<file path="config.mk">
export PLATFORM = sky130hd
export DESIGN_NAME = amatch_top
export DESIGN_NICKNAME = d
export VERILOG_FILES = /design/src/rtl/amatch_pkg.sv /design/src/rtl/amatch_cfg_regs.sv /design/src/rtl/amatch_slot_cmp.sv /design/src/rtl/amatch_resolve.sv /design/src/rtl/amatch_top.sv
export SDC_FILE = /design/constraint.sdc
export NUM_CORES = 1
export LEC_CHECK = 0
export ABC_AREA = 1
export CORE_ASPECT_RATIO = 0.5
export CORE_MARGIN = 3
export CORE_UTILIZATION = 51
export DETAILED_ROUTE_END_ITERATION = 12
export PLACE_DENSITY = 0.76
export SYNTH_ARGS = -nofsm -noshare
export SYNTH_HDL_FRONTEND = slang
export SYNTH_SLANG_ARGS = --single-unit
</file>
<file path="constraint.sdc">
create_clock -name clk -period 1.6 [get_ports clk]
set_input_delay 0.32 -clock clk [delete_from_list [all_inputs] [get_ports clk]]
set_output_delay 0.32 -clock clk [all_outputs]
set_load 0.1 [all_outputs]
</file>
<file path="src/rtl/amatch_pkg.sv">
package amatch_pkg;
  localparam int ADDR_BITS = 7;

  typedef struct packed {
    logic [ADDR_BITS-1:0] addr;
    logic                 gc_en;
    logic [ADDR_BITS-1:0] dc_mask;
  } slot_cfg_t;
endpackage

</file>
<file path="src/rtl/amatch_cfg_regs.sv">
module amatch_cfg_regs
  import amatch_pkg::*;
#(
  parameter int NUM_SLOTS = 4,
  parameter int IDX_W     = 2
) (
  input  logic                         clk,
  input  logic                         rst,
  input  logic                         wr_en,
  input  logic                         wr_is_mask,
  input  logic [IDX_W-1:0]             wr_idx,
  input  logic [7:0]                   wr_data,
  input  logic                         rd_is_mask,
  input  logic [IDX_W-1:0]             rd_idx,
  output logic [7:0]                   rd_data,
  output slot_cfg_t [NUM_SLOTS-1:0]    cfg
);
  logic [7:0]           addr_q [NUM_SLOTS];
  logic [ADDR_BITS-1:0] mask_q [NUM_SLOTS];

  // configuration storage, cleared by reset
  always_ff @(posedge clk) begin
    if (rst) begin
      for (int i = 0; i < NUM_SLOTS; i++) begin
        addr_q[i] <= '0;
        mask_q[i] <= '0;
      end
    end else if (wr_en && (int'(wr_idx) < NUM_SLOTS)) begin
      if (wr_is_mask) mask_q[wr_idx] <= wr_data[7:1];
      else            addr_q[wr_idx] <= wr_data;
    end
  end

  // registered read-back; mask bit 0 is reserved
  always_ff @(posedge clk) begin
    if (rst) begin
      rd_data <= '0;
    end else if (int'(rd_idx) < NUM_SLOTS) begin
      rd_data <= rd_is_mask ? {mask_q[rd_idx], 1'b0} : addr_q[rd_idx];
    end else begin
      rd_data <= '0;
    end
  end

  generate
    for (genvar g = 0; g < NUM_SLOTS; g++) begin : g_cfg
      assign cfg[g].addr    = addr_q[g][7:1];
      assign cfg[g].gc_en   = addr_q[g][0];
      assign cfg[g].dc_mask = mask_q[g];
    end
  endgenerate

  p_mask_lsb_zero_r2: assert property (@(posedge clk) disable iff (rst)
    rd_is_mask |=> (rd_data[0] == 1'b0));
endmodule

</file>
<file path="src/rtl/amatch_slot_cmp.sv">
module amatch_slot_cmp
  import amatch_pkg::*;
(
  input  slot_cfg_t            cfg,
  input  logic [ADDR_BITS-1:0] rx_addr,
  output logic                 addr_hit,
  output logic                 gc_hit
);
  logic                 rx_is_zero;
  logic                 slot_is_zero;
  logic [ADDR_BITS-1:0] diff;

  always_comb begin
    rx_is_zero   = (rx_addr == '0);
    slot_is_zero = (cfg.addr == '0);
    diff         = (rx_addr ^ cfg.addr) & ~cfg.dc_mask;
    // masked compare; R8 zero-address slot never hits a real address
    addr_hit     = !rx_is_zero && !slot_is_zero && (diff == '0);
    // general call
    gc_hit       = rx_is_zero && cfg.gc_en;
  end
endmodule

</file>
<file path="src/rtl/amatch_resolve.sv">
module amatch_resolve
  import amatch_pkg::*;
#(
  parameter int NUM_SLOTS = 4,
  parameter int IDX_W     = 2
) (
  input  logic                 clk,
  input  logic                 rst,
  input  logic                 rx_valid,
  input  logic [7:0]           rx_byte,
  input  logic [NUM_SLOTS-1:0] addr_hits,
  input  logic [NUM_SLOTS-1:0] gc_hits,
  output logic                 match,
  output logic [IDX_W-1:0]     match_idx,
  output logic                 gen_call,
  output logic [7:0]           hit_addr,
  output logic                 rw_dir
);
  logic             any_addr, any_gc, any_hit;
  logic [IDX_W-1:0] addr_win, gc_win;

  // lowest-numbered slot wins
  always_comb begin
    addr_win = '0;
    gc_win   = '0;
    for (int i = NUM_SLOTS - 1; i >= 0; i--) begin
      if (addr_hits[i]) addr_win = IDX_W'(i);
      if (gc_hits[i])   gc_win   = IDX_W'(i);
    end
    any_addr = |addr_hits;
    any_gc   = |gc_hits;
    any_hit  = any_addr | any_gc;
  end

  // results captured on the strobe and held
  always_ff @(posedge clk) begin
    if (rst) begin
      match     <= 1'b0;
      match_idx <= '0;
      gen_call  <= 1'b0;
      hit_addr  <= '0;
      rw_dir    <= 1'b0;
    end else if (rx_valid) begin
      match     <= any_hit;
      gen_call  <= any_gc;
      match_idx <= any_addr ? addr_win : (any_gc ? gc_win : '0);
      hit_addr  <= any_hit ? {rx_byte[7:1], 1'b0} : 8'h00;
      rw_dir    <= rx_byte[0];
    end
  end

  p_hold_r9: assert property (@(posedge clk) disable iff (rst)
    !rx_valid |=> ($stable(match) && $stable(match_idx) && $stable(gen_call)
                   && $stable(hit_addr) && $stable(rw_dir)));

  p_dir_follow_r7: assert property (@(posedge clk) disable iff (rst)
    rx_valid |=> (rw_dir == $past(rx_byte[0])));

  p_gc_is_match_r5: assert property (@(posedge clk) disable iff (rst)
    gen_call |-> (match && hit_addr == 8'h00));

  p_miss_zero_r6: assert property (@(posedge clk) disable iff (rst)
    !match |-> (hit_addr == 8'h00 && match_idx == '0 && !gen_call));

  p_hit_lsb_r6: assert property (@(posedge clk) disable iff (rst)
    match |-> (hit_addr[0] == 1'b0));
endmodule

</file>
<file path="src/rtl/amatch_top.sv">
module amatch_top
  import amatch_pkg::*;
#(
  parameter int  NUM_SLOTS = 4,
  localparam int IDX_W     = (NUM_SLOTS > 1) ? $clog2(NUM_SLOTS) : 1
) (
  input  logic             clk,
  input  logic             rst,
  input  logic             wr_en,
  input  logic             wr_is_mask,
  input  logic [IDX_W-1:0] wr_idx,
  input  logic [7:0]       wr_data,
  input  logic             rd_is_mask,
  input  logic [IDX_W-1:0] rd_idx,
  output logic [7:0]       rd_data,
  input  logic             rx_valid,
  input  logic [7:0]       rx_byte,
  output logic             match,
  output logic [IDX_W-1:0] match_idx,
  output logic             gen_call,
  output logic [7:0]       hit_addr,
  output logic             rw_dir
);
  slot_cfg_t [NUM_SLOTS-1:0] cfg;
  logic [NUM_SLOTS-1:0]      addr_hits;
  logic [NUM_SLOTS-1:0]      gc_hits;

  amatch_cfg_regs #(.NUM_SLOTS(NUM_SLOTS), .IDX_W(IDX_W)) u_regs (
    .clk        (clk),
    .rst        (rst),
    .wr_en      (wr_en),
    .wr_is_mask (wr_is_mask),
    .wr_idx     (wr_idx),
    .wr_data    (wr_data),
    .rd_is_mask (rd_is_mask),
    .rd_idx     (rd_idx),
    .rd_data    (rd_data),
    .cfg        (cfg)
  );

  generate
    for (genvar g = 0; g < NUM_SLOTS; g++) begin : g_slot
      amatch_slot_cmp u_cmp (
        .cfg      (cfg[g]),
        .rx_addr  (rx_byte[7:1]),
        .addr_hit (addr_hits[g]),
        .gc_hit   (gc_hits[g])
      );
    end
  endgenerate

  amatch_resolve #(.NUM_SLOTS(NUM_SLOTS), .IDX_W(IDX_W)) u_resolve (
    .clk       (clk),
    .rst       (rst),
    .rx_valid  (rx_valid),
    .rx_byte   (rx_byte),
    .addr_hits (addr_hits),
    .gc_hits   (gc_hits),
    .match     (match),
    .match_idx (match_idx),
    .gen_call  (gen_call),
    .hit_addr  (hit_addr),
    .rw_dir    (rw_dir)
  );
endmodule

</file>
Word-level counts from Yosys, hierarchy flattened

Memory sizes are Yosys's and may differ from the RTL's.
Cells that the tools add are included.

Register bits after elaboration: 21
Memory bits (writable): 60
Input bits: 26
Logic and storage cells: 81
Memories kept: 2

Memories:

| memory        | depth | width | read ports | clocked after Yosys merged registers in | write ports | line                  | RTL |
|---|---|---|---|---|---|---|---|
| u_regs.addr_q | 4     | 8     | 5          | 0                                       | 4           | amatch_cfg_regs.sv:18 | `logic [7:0] addr_q [NUM_SLOTS];` |
| u_regs.mask_q | 4     | 7     | 5          | 0                                       | 4           | amatch_cfg_regs.sv:19 | `logic [ADDR_BITS-1:0] mask_q [NUM_SLOTS];` |

Mux-type cells: 28
Bitwise logic cells: 13
Reductions and logical operators: 31

Operators with widths:

| cell               | number |
|---|---|
| 7-bit zero test    | 9 |
| 7-bit AND          | 4 |
| 7-bit inverter     | 4 |
| 7-bit XOR          | 4 |
| 2-bit 2-to-1 mux   | 12 |
| 8-bit 2-to-1 mux   | 3 |
| 1-bit logical AND  | 12 |
| 1-bit 2-to-1 mux   | 12 |
| 4-bit OR reduction | 2 |
| 8-bit OR reduction | 1 |
| 7-bit 2-to-1 mux   | 1 |
| 7-bit OR reduction | 1 |
| 1-bit zero test    | 5 |
| 2-bit OR reduction | 1 |
| 1-bit bitwise OR   | 1 |

Longest topological paths before layout

Depth in word-level cells: 9
Mapped depth: 12
Depth with buffers taken out: 11

By module

Synthesis repeated with hierarchy kept, for this count alone.

Cell total of the unflattened synthesis: 660
Area total of the unflattened synthesis: 4679.5 um^2

By module, submodules not included:

| module          | times used | cells an instance | area each (um^2) | sequential area each (um^2) |
|---|---|---|---|---|
| amatch_cfg_regs | 1          | 367               | 3216.8           | 1961.9 |
| amatch_slot_cmp | 4          | 54                | 225.2            | 0.0 |
| amatch_resolve  | 1          | 77                | 561.8            | 240.2 |

Worst setup path after synthesis

No wires, ideal clock.

Path type: input-to-reg
Start point: input rst
End point: memory u_regs.addr_q[3][0], enable pin
Library setup time: 384 ps
Arrival: 1299 ps
Required time: 1216 ps
Setup slack: -83 ps
Stages: 4
Path buffers: 2
Cells stage by stage: buf_2 clkinv_1 clkbuf_1 o21ai_0

RTL lines:

| element            | line                  | RTL |
|---|---|---|
| start: declaration | amatch_top.sv:8       | `input logic rst,` |
| end: declaration   | amatch_cfg_regs.sv:18 |  |

==> metrics.md <==
| Metric | Value |
|---|---|
| Vias per cell | `5.39` |
| WL met3 | `1.72 mm` |
| Cell variety after synth | `31` |
| Most frequent cells in the layout | `103 x nand2_1, 80 x nor2_1, 66 x inv_1` |
| Register area | `0.00220 mm²` |
| Final number of hold-violating endpoints | `0` |
| Residual DRC | `0` |
| First-pass GRT wire length | `19.8 mm` |
| R2r setup slk | `20 ps` |
| Vias in the first global route | `3644` |
| Die Wd | `136 µm` |
| Crit Path Class | `flip-flop to flip-flop` |
| Fin area | `0.00585 mm²` |
| Initial drt markers | `396` |
| RSZ-0062 raised after global routing | `true` |
| Synthesized area | `0.00429 mm²` |
| Placed cell count | `719` |
| Power Density | `1030 mW/mm²` |
| TritonCTS clock tree | `built` |
| Via count | `3986` |
| H-Tree Depth | `3` |
| Crit path from | `u_regs.addr_q[0][1]` |
| Worst hold path type | `input pin to flip-flop` |
| Met2 WL post-DR | `5.18 mm` |
| Clk Tree Root Cell | `clkbuf_16` |
| WHS Path Cells | `3` |
| Met1 WL | `5.85 mm` |
| #FFs+latches synth | `80` |
| Max Root-Sink Buffers | `2` |
| Max capacitance violation total | `0` |
| Post-CTS Hold Fix Bufs | `0` |
| Min Hold Slack | `459 ps` |
| Multi-input logic area | `0.00174 mm²` |
| RD Place Congestion | `1.02` |
| Final net count | `653` |
| Pin count of the biggest net entering global routing | `22` |
| Crit Path Max Fanout | `8` |
| Total CTS buffers | `9` |
| CP required | `1880 ps` |
| Period utilization | `98.6%` |
| Synth Warn # | `0` |
| Synth Instances | `531` |
| TritonCTS Sinks | `80` |
| Leak Pwr | `2.54 nW` |
| Layout area overhead | `36.2%` |
| Endpoints failing setup | `0` |
| Critical Path AT | `1850 ps` |
| Dpl hpwl | `10.0 mm` |
| All-Layer GR Usage | `27.9%` |
| CP Capture Type | `flip-flop` |
| Layout Skew | `6.53 ps` |
| Max Freq | `634 MHz` |
| Slew Viols, Final | `0` |
| R2R depth | `10` |
| Initial antenna violation count | `0` |
| Worst setup SP type | `flip-flop` |
| Min Tclk post-route | `1580 ps` |
| Crit path to | `u_resolve.hit_addr[6]` |
| WL per Instance | `17.5 µm` |
| Global route overflow | `0` |
| PortBufs | `45` |
| Die height | `70.9 µm` |
| Setup Slack @ Placement | `-470 ps` |
| Initial DRT Pass Iterations | `5` |
| Setup TNS | `0 ps` |
| Uppermost layer routed | `met4` |
| FF-to-FF End | `u_resolve.hit_addr[6]` |
| Initial core utilization | `55.5%` |
| Routed WL | `12.9 mm` |
| Status | `completed` |
| Layout cell share with drive strength beyond 1 | `21.8%` |
| Rows | `22` |
| I/O pins | `47` |
| Syn avg cell area | `8.08 µm²` |
| Non-filler cells, final | `740` |
| Core Box Area | `0.00773 mm²` |
| Filler instances | `543` |
| Insertion delay to the later sink of the worst-skew pair | `340 ps` |
| Peak VDD IR | `0.000767 V` |
| N_diodes | `0` |
| Routed Antenna Nets | `0` |
| Syn nets | `557` |
| Reg2reg start | `u_regs.addr_q[0][1]` |
| CTS clk-pin slew, worst paths | `60 ps` |
| Commonest non-fill, non-tap cell in the layout | `nand2_1` |
| Final worst slack | `22.7 ps` |
| Post-synthesis sequential area ratio | `51.3%` |
| Post-DP Area | `0.00544 mm²` |
| Die area | `0.00962 mm²` |
[critical path: stages (launching register included)]
cell and delay [ps]:
edfxtp_1 500, xor2_1 190, nand2_1 70, nand2_1 60, nor2_2 140, nand3_2 100
nand2_2 100, inv_4 50, nand2_8 100, nand3_2 80, a21oi_2 120
[cell families (layout without fill, tap and decap cells)]
| group | after synthesis | in the layout | synth area share (%) |
|---|---|---|---|
| flops | 80 | 80 | 51.3 |
| buf+inv | 95 | 195 | 8.92 |
| xor+xnor | 1 | 1 | 0.204 |
| simple gates | 259 | 260 | 27.3 |
| other cells | 1 | 1 | 0.0874 |
| compound gates | 95 | 95 | 12.2 |
[what timing repair did]
item                       in CTS  in global routing
cloned                          1                  0
pin swaps                       1                  6
buffers inserted                2                  2
resized for setup               8                 10
setup endpoints to repair      18                 38
[state kept, by name, summed over array words and instances (netlist names)]
register             cells
u_resolve.rw_dir         1
u_regs.addr_q           32
u_resolve.hit_addr       7
u_regs.rd_data           8
u_regs.mask_q           28
u_resolve.gen_call       1
u_resolve.match          1
u_resolve.match_idx      2
[metal layers]
| layer | GRT usage, % | vias to the layer above |
|---|---|---|
| li1 | - | 1921 |
| met1 | 41.1 | 1806 |
| met2 | 38.4 | 243 |
| met3 | 10.9 | 16 |
| met4 | 6.93 | 0 |
| met5 | 0 | - |
[where the power goes]
part	leakage (nW)	internal, mW	total (mW)	switching, mW
Combinational	1.64	0.467	1.25	0.780
Sequential	0.742	2.38	2.52	0.140
Clock	0.158	1.38	2.24	0.858
[synthesized netlist by cell type, drive strengths merged]
cell    number  area share [%]
nand2      109              10
nor2        86             8.0
inv         72             6.3
edfxtp      60              42
o21ai       52             6.1
nand3       41             5.9
a21oi       40             5.5
dfxtp       20             9.3
nor3        15             1.7
clkbuf      12             1.0
buf          8             1.3
nand3b       7             1.2
clkinv       3            0.26
a31oi        1            0.15
conb         1           0.087
o211ai       1            0.29
o21bai       1            0.17
or2          1            0.15
xor2         1            0.20
[through the flow]
stage	util (%)	power, mW
CTS	75.0	5.97
global placement	70.3	3.74
finish	75.6	6.01
detailed placement	70.3	3.75
global route	75.6	6.21
floorplan	-	3.20
[worst min-delay path by stage]
stage                                     start                    end  slack, ps
after floorplan                      rx_byte[0]       u_resolve.rw_dir        450
after global placement    u_resolve.hit_addr[7]  u_resolve.hit_addr[7]        500
after detailed placement  u_resolve.hit_addr[1]  u_resolve.hit_addr[1]        510
after CTS                            rx_byte[1]  u_resolve.hit_addr[1]        450
after global routing                 rx_byte[1]  u_resolve.hit_addr[1]        460
final                                rx_byte[7]  u_resolve.hit_addr[7]        460
[cell type report]
type | instances | area share, %
tap | 108 | 2.31
sequential | 80 | 37.7
clock inverter | 7 | 1.73
timing repair buffer | 104 | 19.8
multi-input combinational | 357 | 29.8
inverter | 75 | 4.86
clock buffer | 9 | 3.85
(Power assumes the default switching activity.)
